`config.mk`:
```
export PLATFORM = sky130hd
export DESIGN_NAME = adc_ready_tracker
export DESIGN_NICKNAME = d
export VERILOG_FILES = /design/src/rtl/adc_rdy_pkg.sv /design/src/rtl/adc_chan_flags.sv /design/src/rtl/adc_dav_ctrl.sv /design/src/rtl/adc_mode_reg.sv /design/src/rtl/adc_ready_tracker.sv
export SDC_FILE = /design/constraint.sdc
export NUM_CORES = 1
export LEC_CHECK = 0
export BUFFER_PORTS_ARGS = -buffer_cell sky130_fd_sc_hd__buf_4
export CAP_MARGIN = 20
export CELL_PAD_IN_SITES_DETAIL_PLACEMENT = 1
export CELL_PAD_IN_SITES_GLOBAL_PLACEMENT = 1
export CORE_MARGIN = 3
export CORE_UTILIZATION = 23
export DETAILED_ROUTE_END_ITERATION = 8
export PLACE_DENSITY = 0.83
export RECOVER_POWER = 50
export SYNTH_ARGS = -nofsm -noshare
export SYNTH_HDL_FRONTEND = slang
export SYNTH_HIERARCHICAL = 1
export SYNTH_SLANG_ARGS = --single-unit
```
`constraint.sdc`:
```
create_clock -name clk -period 1.5 [get_ports clk]
set_input_delay 0.225 -clock clk [delete_from_list [all_inputs] [get_ports clk]]
set_output_delay 0.225 -clock clk [all_outputs]
set_load 0.02 [all_outputs]
```
`src/rtl/adc_rdy_pkg.sv`:
```
package adc_rdy_pkg;

    localparam int NCH      = 5;
    localparam int REG_W    = 16;
    localparam int MODE_LSB = 14;
    localparam int PWR_BIT  = 13;
    localparam int AGG_BIT  = 11;

    typedef enum logic [1:0] {
        PM_RSV_A = 2'b00,
        PM_DAV   = 2'b01,
        PM_RSV_B = 2'b10,
        PM_RSV_C = 2'b11
    } pin_mode_e;

    localparam pin_mode_e PM_RESET = PM_RSV_B;

    typedef struct packed {
        pin_mode_e        mode;
        logic             pwrdn;
        logic             agg;
        logic [NCH-1:0]   flags;
    } status_t;

    // Bit position of each channel's flag in the status word.
    function automatic int chan_bit(input int ch);
        case (ch)
            0:       return 6;
            1:       return 4;
            2:       return 3;
            3:       return 2;
            default: return 1;
        endcase
    endfunction

    // Mask of bits that always read zero.
    function automatic logic [REG_W-1:0] rsvd_mask();
        logic [REG_W-1:0] m;
        m = '1;
        m[MODE_LSB+1:MODE_LSB] = 2'b00;
        m[PWR_BIT] = 1'b0;
        m[AGG_BIT] = 1'b0;
        for (int c = 0; c < NCH; c++) m[chan_bit(c)] = 1'b0;
        return m;
    endfunction

    function automatic logic [REG_W-1:0] pack_word(input status_t s);
        logic [REG_W-1:0] w;
        w = '0;
        w[MODE_LSB+1:MODE_LSB] = s.mode;
        w[PWR_BIT] = s.pwrdn;
        w[AGG_BIT] = s.agg;
        for (int c = 0; c < NCH; c++) w[chan_bit(c)] = s.flags[c];
        return w;
    endfunction

endpackage

```
`src/rtl/adc_chan_flags.sv`:
```
module adc_chan_flags
    import adc_rdy_pkg::*;
#(
    parameter int N = NCH
) (
    input  logic         clk,
    input  logic         rst,
    input  logic [N-1:0] conv_i,
    input  logic [N-1:0] read_i,
    output logic [N-1:0] flag_q,
    output logic [N-1:0] flag_nxt
);

    for (genvar g = 0; g < N; g++) begin : g_ch
        // Set has priority over a simultaneous readout.
        assign flag_nxt[g] = conv_i[g] | (flag_q[g] & ~read_i[g]);

        always_ff @(posedge clk) begin
            if (rst) flag_q[g] <= 1'b0;
            else     flag_q[g] <= flag_nxt[g];
        end

        assert_set_R2: assert property (@(posedge clk) disable iff (rst)
            conv_i[g] |=> flag_q[g]);

        // set wins over a same-cycle readout
        assert_set_wins_R4: assert property (@(posedge clk) disable iff (rst)
            (conv_i[g] && read_i[g]) |=> flag_q[g]);

        assert_clear_R3: assert property (@(posedge clk) disable iff (rst)
            (!conv_i[g] && read_i[g]) |=> !flag_q[g]);

        assert_hold_R3: assert property (@(posedge clk) disable iff (rst)
            (!conv_i[g] && !read_i[g]) |=> $stable(flag_q[g]));
    end

endmodule

```
`src/rtl/adc_dav_ctrl.sv`:
```
module adc_dav_ctrl
    import adc_rdy_pkg::*;
#(
    parameter int N = NCH
) (
    input  logic         clk,
    input  logic         rst,
    input  logic [N-1:0] conv_i,
    input  logic [N-1:0] read_i,
    input  logic [N-1:0] flag_nxt_i,
    input  logic         scan_i,
    output logic         agg_q,
    output logic         hold_q
);

    logic any_conv, any_read, any_left;

    assign any_conv = |conv_i;
    assign any_read = |read_i;
    assign any_left = |flag_nxt_i;

    always_ff @(posedge clk) begin
        if (rst) begin
            agg_q  <= 1'b0;
            hold_q <= 1'b0;
        end else begin
            agg_q  <= any_conv | (agg_q & any_left);
            if (any_conv)
                hold_q <= 1'b1;
            else if (scan_i)
                hold_q <= hold_q & any_left;
            else
                hold_q <= hold_q & ~any_read;
        end
    end

    assert_agg_set_R6: assert property (@(posedge clk) disable iff (rst)
        any_conv |=> agg_q);

    assert_scan_hold_R9: assert property (@(posedge clk) disable iff (rst)
        (scan_i && hold_q && any_left) |=> hold_q);

    assert_noscan_rel_R10: assert property (@(posedge clk) disable iff (rst)
        (!scan_i && any_read && !any_conv) |=> !hold_q);

endmodule

```
`src/rtl/adc_mode_reg.sv`:
```
module adc_mode_reg
    import adc_rdy_pkg::*;
(
    input  logic             clk,
    input  logic             rst,
    input  logic             wr_en_i,
    input  logic [REG_W-1:0] wr_data_i,
    output pin_mode_e        mode_q
);

    logic unused_wr_bits;
    assign unused_wr_bits = ^wr_data_i[MODE_LSB-1:0];

    always_ff @(posedge clk) begin
        if (rst)          mode_q <= PM_RESET;
        else if (wr_en_i) mode_q <= pin_mode_e'(wr_data_i[MODE_LSB+1:MODE_LSB]);
    end

    assert_mode_wr_R7: assert property (@(posedge clk) disable iff (rst)
        wr_en_i |=> (mode_q == $past(wr_data_i[MODE_LSB+1:MODE_LSB])));

    assert_mode_keep_R7: assert property (@(posedge clk) disable iff (rst)
        !wr_en_i |=> $stable(mode_q));

endmodule

```
`src/rtl/adc_ready_tracker.sv`:
```
module adc_ready_tracker
    import adc_rdy_pkg::*;
(
    input  logic             clk,
    input  logic             rst,
    input  logic [NCH-1:0]   conv_done_i,
    input  logic [NCH-1:0]   read_done_i,
    input  logic             pwrdn_i,
    input  logic             scan_mode_i,
    input  logic             buf_mode_i,
    input  logic             wr_en_i,
    input  logic [REG_W-1:0] wr_data_i,
    output logic [REG_W-1:0] rd_data_o,
    output logic             dav_n_o
);

    logic [NCH-1:0] flag_q, flag_nxt;
    logic           agg_q, hold_q;
    pin_mode_e      mode_q;
    status_t        view;

    adc_chan_flags #(.N(NCH)) flags_i (
        .clk(clk), .rst(rst),
        .conv_i(conv_done_i), .read_i(read_done_i),
        .flag_q(flag_q), .flag_nxt(flag_nxt)
    );

    adc_dav_ctrl #(.N(NCH)) dav_i (
        .clk(clk), .rst(rst),
        .conv_i(conv_done_i), .read_i(read_done_i),
        .flag_nxt_i(flag_nxt), .scan_i(scan_mode_i),
        .agg_q(agg_q), .hold_q(hold_q)
    );

    adc_mode_reg mode_i (
        .clk(clk), .rst(rst),
        .wr_en_i(wr_en_i), .wr_data_i(wr_data_i),
        .mode_q(mode_q)
    );

    always_comb begin
        view.mode  = mode_q;
        view.pwrdn = pwrdn_i;
        view.agg   = agg_q  & ~buf_mode_i;
        view.flags = flag_q & {NCH{~buf_mode_i}};
    end

    assign rd_data_o = pack_word(view);
    assign dav_n_o   = ~((mode_q == PM_DAV) & ~buf_mode_i & hold_q);

    assert_rsvd_zero_R12: assert property (@(posedge clk) disable iff (rst)
        (rd_data_o & rsvd_mask()) == '0);

    assert_pin_rsvd_mode_R8: assert property (@(posedge clk) disable iff (rst)
        (rd_data_o[MODE_LSB+1:MODE_LSB] != 2'b01) |-> dav_n_o);

    assert_buf_mask_R11: assert property (@(posedge clk) disable iff (rst)
        buf_mode_i |-> (dav_n_o && !rd_data_o[AGG_BIT]));

    assert_pwrdn_R5: assert property (@(posedge clk) disable iff (rst)
        rd_data_o[PWR_BIT] == pwrdn_i);

endmodule

```
[Word level (Yosys, flattened, before mapping)]
Cells that the tools add are included.
Operators by class
  equality and inequality tests: 1
  mux-type cells: 2
  bitwise gates (word level): 26
  reduce and logical (&&, ||, !) cells: 3
Operators with widths (count)
  $reduce_or 5->1: 3
  $and 1x1->1: 11
  $not 1->1: 8
  $or 1x1->1: 6
  $and 5x5->5: 1
  $eq 2x1->1 const B: 1
  $mux 1: 2
Word-level totals
  bits in registers: 9
  input port bits: 32
  output and inout bits: 17
  word-level logic and storage cells: 40

[Logic depth before layout (Yosys ltp)]
Gate-level depths: netlist of the first run.
  depth after elaboration: 7
  gate-level depth with buffers: 5
  depth with buffers taken out: 5

[Cells and area by module]
The synthesis of the first run kept the hierarchy.
By module, submodules not included
  adc_chan_flags: times used 1, cells an instance 25, area an instance 231.5 µm², sequential area each 100.1 µm²
  adc_ready_tracker: times used 1, cells an instance 16, area an instance 112.6 µm², sequential area each 0.0 µm²
  adc_dav_ctrl: times used 1, cells an instance 12, area an instance 105.1 µm², sequential area each 40.0 µm²
  adc_mode_reg: times used 1, cells an instance 6, area an instance 68.8 µm², sequential area each 40.0 µm²

[Worst setup path before layout of the first run]
No wires, ideal clock.
  path kind: register to register
  start: register flags_i.flag_q[0]
  end: register dav_i.hold_q
  library setup time: 125 ps
  data arrival time: 1169 ps
  required time: 1375 ps
  path slack: 206 ps
  stages on the path, launching flop included: 6
  buffers on the path: 0
  period minus slack after synthesis: 1294 ps
  cells stage by stage: dfxtp_1 nand2b_4 nand2_1 or4_1 o211ai_2 a31oi_1
On the way
  longest elaborated chain between the ends: 6
RTL lines
  from (decl): RTL line adc_chan_flags.sv:10  | output logic [N-1:0] flag_q,
  from (signal, indexed assignment): RTL line adc_chan_flags.sv:20  | else flag_q[g] <= flag_nxt[g];
  $and 1x1->1: RTL line adc_chan_flags.sv:16  | assign flag_nxt[g] = conv_i[g] | (flag_q[g] & ~read_i[g]);
  $or 1x1->1: RTL line adc_chan_flags.sv:16
  named net flag_nxt[0]: RTL line adc_ready_tracker.sv:17  | logic [NCH-1:0] flag_q, flag_nxt;
  $reduce_or 5->1: RTL line adc_dav_ctrl.sv:20  | assign any_left = |flag_nxt_i;
  $and 1x1->1: RTL line adc_dav_ctrl.sv:31  | hold_q <= hold_q & any_left;
  $mux 1: RTL line adc_dav_ctrl.sv:30  | else if (scan_i)
  $mux 1: RTL line adc_dav_ctrl.sv:28  | if (any_conv)
  to (signal assigned): RTL line adc_dav_ctrl.sv:31
  to (signal assigned): RTL line adc_dav_ctrl.sv:33  | hold_q <= hold_q & ~any_read;
  to (decl): RTL line adc_dav_ctrl.sv:13  | output logic hold_q
The timed path passes the listed nets, and every way through them passes these cells.
A chain may end at the register's enable or synchronous reset.

[Worst setup path after layout of the first run]
Ends and elaborated chain as after synthesis.

==> results, run 1 <==
- The flow ran to the end, and the final reports show no timing, DRC or antenna violations.
- The final net count is 119.
- After synthesis, flip-flops and latches occupy 34.78% of the total area.
- The xor-xnor portion of the synthesized cell area is 0%.
- TritonCTS built the clock tree.
- STA puts the critical path data required time at 1.64 ns.
- Once placement completed, the tool counted placed cells totaling 109.
- The max-slew violation count is 0.
- The power density relative to cell area is 836.4 nW/um^2.
- After clock tree synthesis, the clock-pin slew on the worst setup and hold paths is 0.07 ns.
- The cell at the slowest stage of the critical path is or4_1.
- At the later pin of the worst-skew pair, clock insertion delay measures 0.27 ns.
- The path type of the worst min-delay path is input pin to register.
- The synthesized netlist devotes 0% of its cell area to adder and majority cells.
- The overall overflow remaining after global route is 0.
- The leakage dissipation is 0.3373 nW.
- Before antenna repair, the detailed router went through 2 iterations.
- After detailed placement, the total cell area comes to 701.9 um^2.
- In the routed layout, each cell is associated on average with a via count of 4.062.
- After layout, the design draws a total of 585.0 uW.
- Buffers added to address setup during post-CTS repair amount to 0.
- After synthesis, the netlist uses 18 different library cells.
- The global placer's final weighted congestion is 0.6376.
- Data arrives at the worst endpoint at 1.53 ns.
- Setup violations remaining at the end of the flow were counted as 0.
- Detailed routing inserted a total of 459 vias.
- The cell area after technology mapping is 518.0 um^2.
- The tree built by TritonCTS fans out to 9 sinks.
- Prior to clock tree synthesis, the placed netlist has a worst setup slack of 0.09505 ns.
- The floorplan step defined a die boundary enclosing 2857 um^2.
- By startpoint and endpoint, the worst setup path is classified as register to register.
- The synthesis-to-layout area growth is 35.02%.
- The number of storage elements in the synthesis netlist is 9.
- Dividing the detail-routed wire length by the instance count gives 10.89 um.
- The repair_antennas step left the layout with diodes totalling 0.
- The yosys synthesis warning count is 6.
- The synthesized netlist devotes 12.08% of its cell area to compound gates.
- The area share of the largest cell type after synthesis is 34.78%.
- Derived from the worst setup path, the maximum achievable clock frequency is 721.7 MHz.
- Across the run, the number of max-cap violations was 0.
- The number of H-tree levels is 1.
- The remaining routing DRC violations is 0.
- The gate count of the mapped netlist is 59.
- The longest clock path from root to sink contains 2 buffers.
- The maximum ir drop on the vdd rail is 286.6 uV.
- The most instantiated library cell after synthesis is dfxtp_1.
- Ranked by total cell area, the synthesized netlist is headed by dfxtp_1 35%, nand2b_4 13%, buf_4 12%.
- After Yosys synthesis, and, or, nand and nor cells account for 35.27% of the synthesized area.
- The maximum fanout count along the critical path is 2.
- Setup repair after global routing left no endpoint under its margin.
- The layout cell share with drive strength beyond 1 is 38.37%.
- The multiplexer share of the synthesized area is 1.932%.
- STA classifies the critical path startpoint as a register.
- In this run the mean area of a mapped cell was 8.780 um^2.
- The multi-input combinational cells in the finished layout cover a total of 256.5 um^2.
- The final antenna-violating net count is 0.
- On the worst path, the slowest cell contributes a delay of 0.57 ns.
- The number of ports placed on the die boundary is 49.
- Once layout is complete, the cells apart from fillers number 113.
- The final worst setup slack is 0.1144 ns.
- After synthesis, the largest family of logic cells by area is simple AND/OR/NAND/NOR gates.
- The largest total area in the synthesized netlist belongs to dfxtp_1.
- Traced cell by cell, the critical path runs through nand2b_2 -> nand2_1 -> or4_1 -> o211ai_2 -> a31oi_1.
- The share of synthesized flip-flops with an asynchronous set or reset is 0%.
- The number of antenna violations at the first check in global routing is 0.
- The detailed-route wire length is 1231 um.
- The floorplan row count is 16.
- Fill cells in the final layout number 272.
- After routing the design area is 699.4 um^2.
- For this run, the total global-route usage over all layers was measured as 9.726%.
- The number of enable flip-flop cells after synthesis is 0.
- The starting DRC count in detailed routing is 2.
- Detailed placement finished with a half-perimeter wire length of 1043 um.
- Among all flip-flop cells after synthesis, the most frequent one is dfxtp_1.
- The commonest cells after synthesis are 9 x dfxtp_1, 8 x buf_4, 7 x nor2b_1, 6 x a21oi_1, 6 x nand2_1.
- The wire length of the first global-routing pass is 1828 um.
- The number of hold violations in the final report is 0.
- In the final layout, flip-flops and latches occupy 180.2 um^2.
- The post-route setup TNS is 0 ns.
- The largest net degree at the start of global routing is 10.
- The x dimension of the die is 53.46 um.
- The standard cell core area is 2042 um^2.
- For this configuration, the core starts out at a cell density of 25.37%.
- Clock tree synthesis inserted a total of 3 buffers.
- The vertical die dimension is 53.46 um.
- The number of global-route vias before repair is 458.
- The element type at the critical path end is a register.
- The clock tree root buffer cell is clkbuf_4.
- The count of buffers added on input and output ports is 25.
- Between clock sinks in the finished design, the worst skew comes to 0.009096 ns.
- After layout, the worst path uses 92.38% of the clock period.
- The worst path needs 1.386 ns of the cycle, external delays included.
## state kept, by name, indices dropped and copies added (netlist names)
register and flops:
flags_i/flag_q 5, dav_i/hold_q 1, dav_i/agg_q 1, mode_i/mode_q 2
## kinds of logic after synthesis
family	count (synthesis)
AND/OR/NAND/NOR	25
buffers and inverters	13
AO/OA/AOI/OAI	10
flip-flops	9
multiplexers	1
other	1
## metrics by stage
stage / utilization (%) / hold slack [ns]
after floorplan: - / 0.2941
after global placement: 34.38 / 0.4306
after detailed placement: 34.38 / 0.4310
after CTS: 35.66 / 0.1535
after global routing: 34.25 / 0.1663
final: 34.25 / 0.1651
## report_power, final
group | leakage, nW | switching, mW | internal [mW]
clock | 0.0150 | 0.0887 | 0.103
sequential | 0.0753 | 0.00921 | 0.255
combinational | 0.247 | 0.0676 | 0.0622
total | 0.337 | 0.166 | 0.419
## what timing repair did
item,4_1_cts,5_1_grt
gates resized for setup,0,1
endpoints found under the hold margin,0,0
setup endpoints to repair,0,1
hold buffers,0,0
## cell usage in the layout, fill, tap and decap left out, types with 2 or more instances in the layout
master    count
clkbuf_1      2
clkbuf_4      3
dfxtp_1       9
nor2b_1       7
buf_4        24
nand2b_2      5
inv_1         5
nand2_1       6
a21oi_1       6
conb_1        7
or4_1         2
nor2_1        2
## per-layer routing
layer	global-route usage [%]	vias up	wire length (um)
met5	0	-	0
li1	-	234	-
met1	8.235	200	459
met3	3.380	5	111
met2	17.35	20	622
met4	8.936	0	38
## final timing paths
path                                start                            end  slack [ns]  depth (start not counted)
max reg2reg  flags_i/flag_q[0]$_SDFF_PP0_        dav_i/hold_q$_SDFF_PP0_        0.11                          5
max          flags_i/flag_q[0]$_SDFF_PP0_        dav_i/hold_q$_SDFF_PP0_        0.11                          5
min                         wr_data_i[15]  mode_i/mode_q[1]$_SDFFE_PP1P_        0.17                          2
min reg2reg        dav_i/agg_q$_SDFF_PP0_         dav_i/agg_q$_SDFF_PP0_        0.48                          2
## critical path, delay by kind of cell, from the launching register on
family	cells	cell delay, ns
simple gates	3	0.69
flops	1	0.32
compound gates	2	0.25
## cell type report
class                      count  share of cell area (%)
multi-input combinational     43                   36.67
timing repair buffer          25                   26.30
sequential                     9                   25.76
tap                           27                   4.830
clock buffer                   4                   3.757
inverter                       5                   2.683
Power figures use the tool's default switching activity.
==> inputs of run 2 (changes only) <==
- REMOVE_ABC_BUFFERS: unset -> 1
- SLEW_MARGIN: unset -> 20
==> run 2 against run 1 <==
Fmax rose by 0.49%. Sequential cell count unchanged. Final area is the same. Largest cell class unchanged.
==> results, run 2 (synthesis results as in run 1) <==
- Setup repair after global routing left no endpoint under its margin.
- The timing-limited maximum frequency came to 725.2 MHz (+0.49%).
- The final antenna-violating net count is 0 (unchanged).
- The standard cell core area is 2042 um^2 (unchanged).
- The largest stage delay on the critical path is 0.56 ns (about the same).
- The final critical path time including I/O delays and setup is 1.379 ns (-0.006730 ns).
- The cell at the slowest stage of the critical path is or4_1.
- The number of gates given a new drive strength after cts is 0 (unchanged).
- The x dimension of the die is 53.46 um (unchanged).
- The first-pass iteration count of the detailed router came to 2 (unchanged).
- The worst path arrival time is 1.51 ns (-0.02 ns).
- The post-route clock period utilization was 91.93% (-0.45 points).
- The global-route total usage across every layer is 9.308% (-0.42 points).
- The worst hold path belongs to the class input pin to register.
- The average wire per cell in the routed design is 11.46 um (+5.2%).
- Walking the worst path, the cells encountered are nand2b_2 -> nand2_1 -> or4_1 -> o211ai_2 -> a31oi_1.
- The power density relative to cell area came to 834.0 nW/um^2 (-0.29%).
- The clock sink total came to 9 (unchanged).
- The global placer's final weighted congestion is 0.7771 (+22%).
- The number of global-route vias before repair is 485 (+5.9%).
- The net switching power is 164.0 uW (-0.91%).
- The flow ran to the end, and the final reports show no timing, DRC or antenna violations.
- The die area is 2857 um^2 (unchanged).
- The via-per-instance ratio is 4.062 (unchanged).
- The number of failing setup endpoints in the final timing report is 0 (unchanged).
- The leakage dissipation is 0.3373 nW (about the same).
- The floorplan row count is 16 (unchanged).
- The element type at the critical path end is a register.
- The layout cell share with drive strength beyond 1 is 38.37% (unchanged).
- The post-route setup TNS was 0 ns (unchanged).
- The worst clock skew is 0.002953 ns (-0.006143 ns).
- The setup slack after placement is 0.07278 ns (-0.02227 ns).
- The number of setup buffers added after CTS is 0 (unchanged).
- The flip-flop count of the largest register, all copies and words added is 5 (unchanged).
- The number of max-capacitance violations reported is 0 (unchanged).
- The internal power consumption is 419.3 uW (about the same).
- The critical path in this run is classified as register to register.
- The final worst setup slack is 0.1211 ns (+0.006730 ns).
- The power consumption is 583.3 uW (-0.29%).
- The number of buffers inserted by hold repair at cts is 0 (unchanged).
- The starting DRC count in detailed routing is 4 (+2).
- The count of inserted antenna diode cells came to 0 (unchanged).
- The combinational share of power is 22.5% (+0.3 points).
- In the layout the commonest cells are 24 x buf_4, 9 x dfxtp_1, 7 x nor2b_1, 7 x conb_1.
- The maximum ir drop on the vdd rail is 230.7 uV (-20%).
- The CTS tree is done.
- The number of H-tree levels is 1 (unchanged).
- The number of buffers created by CTS is 3 (unchanged).
- The detailed-route wire length is 1295 um (+5.2%).
- The clock tree root buffer cell is clkbuf_4.
- The number of hold violations in the final report is 0 (unchanged).
- The largest net degree at the start of global routing is 10 (unchanged).
- The max-slew violation count came to 0 (unchanged).
- The number of antenna violations at the first check in global routing is 0 (unchanged).
- The share of power burned in the clock network came to 32.2% (-0.5 points).
- The count of input and output buffers is 25 (unchanged).
- The wire length of the first global-routing pass is 1897 um (+3.8%).
- The most common cell after layout, fill and taps aside is buf_4.
- The number of ports placed on the die boundary came to 49 (unchanged).
- The vertical die dimension is 53.46 um (unchanged).
- The worst endpoint required time is 1.63 ns (about the same).
- The synthesis-to-layout area growth was 35.02% (unchanged).
- The number of buffer and inverter stages on the critical path is 0 (unchanged).
- The number of buffers on the longest clock path is 2 (unchanged).
- The fill cell instance count of the final layout was 276 (+1.5%).
- The largest registers in the layout are flags_i/flag_q (5), mode_i/mode_q (2).
- The register name with the most flops is flags_i/flag_q.
- The final net count is 119 (unchanged).
- The effective utilization at floorplan was 25.37% (unchanged).
- Broken down by cell family, the worst path's largest delay share belongs to simple AND/OR/NAND/NOR gates.
- The overall overflow remaining after global route was 0 (unchanged).
- The via total after detailed routing is 459 (unchanged).
- The remaining routing DRC violations is 0 (unchanged).
- The switching share of power is 28.12% (-0.18 points).
- The latest clock arrival within the worst-skew pair is 0.26 ns (about the same).
- The maximum fanout count along the critical path came to 2 (unchanged).
- STA classifies the critical path startpoint as a register.
- The detailed-placement wirelength estimate came to 1091 um (+4.7%).
- The final-layout worst hold slack was 0.1744 ns (+0.009282 ns).
- The sequential share of power is 45.3% (+0.2 points).
- The clock transition time at the flip-flop clock pins of the worst setup and hold paths came to 0.06 ns (about the same).
[run 2: cell type report]
cell class | count | area [um^2] | share of cell area (%)
clock buffer | 4 | 26.28 | 3.757
inverter | 5 | 18.77 | 2.683
multi-input combinational | 43 | 256.5 | 36.67
sequential | 9 | 180.2 | 25.76
tap | 27 | 33.78 | 4.830
timing repair buffer | 25 | 183.9 | 26.30
[run 2: routing by layer]
| metal | global-route usage (%) | share of wire, % | routed length (um) | vias up |
|---|---|---|---|---|
| met1 | 8.710 | 37 | 485 | 205 |
| met5 | 0 | 0 | 0 | - |
| met2 | 17.55 | 53 | 686 | 18 |
| met3 | 1.408 | 7.6 | 98 | 2 |
| met4 | 7.234 | 1.9 | 24 | 0 |
| li1 | - | - | - | 234 |
[run 2: worst paths after layout]
check / endpoint / depth (start not counted) / startpoint / slack, ns
worst max-delay path: dav_i/hold_q$_SDFF_PP0_ / 5 / flags_i/flag_q[0]$_SDFF_PP0_ / 0.12
worst min-delay path: mode_i/mode_q[1]$_SDFFE_PP1P_ / 2 / wr_data_i[15] / 0.17
worst max register to register: dav_i/hold_q$_SDFF_PP0_ / 5 / flags_i/flag_q[0]$_SDFF_PP0_ / 0.12
worst min register to register: flags_i/flag_q[0]$_SDFF_PP0_ / 2 / flags_i/flag_q[0]$_SDFF_PP0_ / 0.48
[run 2: worst reg2reg max path, delay by kind of cell, from the launching register on]
kind	cells	cell delay, ns
flip-flops	1	0.31
AO/OA/AOI/OAI	2	0.27
AND/OR/NAND/NOR	3	0.68
[run 2: power by group through the flow]
stage                     registers, mW  logic, mW  clock network [mW]
after floorplan                   0.275     0.0678                   0
after global routing              0.266      0.143               0.210
after CTS                         0.267      0.140               0.197
after detailed placement          0.273      0.139                   0
final                             0.264      0.131               0.188
after global placement            0.272      0.136                   0
[run 2: metrics by stage]
| stage | instance area [um^2] | utilization (%) | std cells |
|---|---|---|---|
| 2_1_floorplan | 480.5 | - | 57 |
| 3_3_place_gp | 701.9 | 34.38 | 109 |
| 3_5_place_dp | 701.9 | 34.38 | 109 |
| 4_1_cts | 728.2 | 35.66 | 113 |
| 5_1_grt | 699.4 | 34.25 | 113 |
| 6_report | 699.4 | 34.25 | 113 |
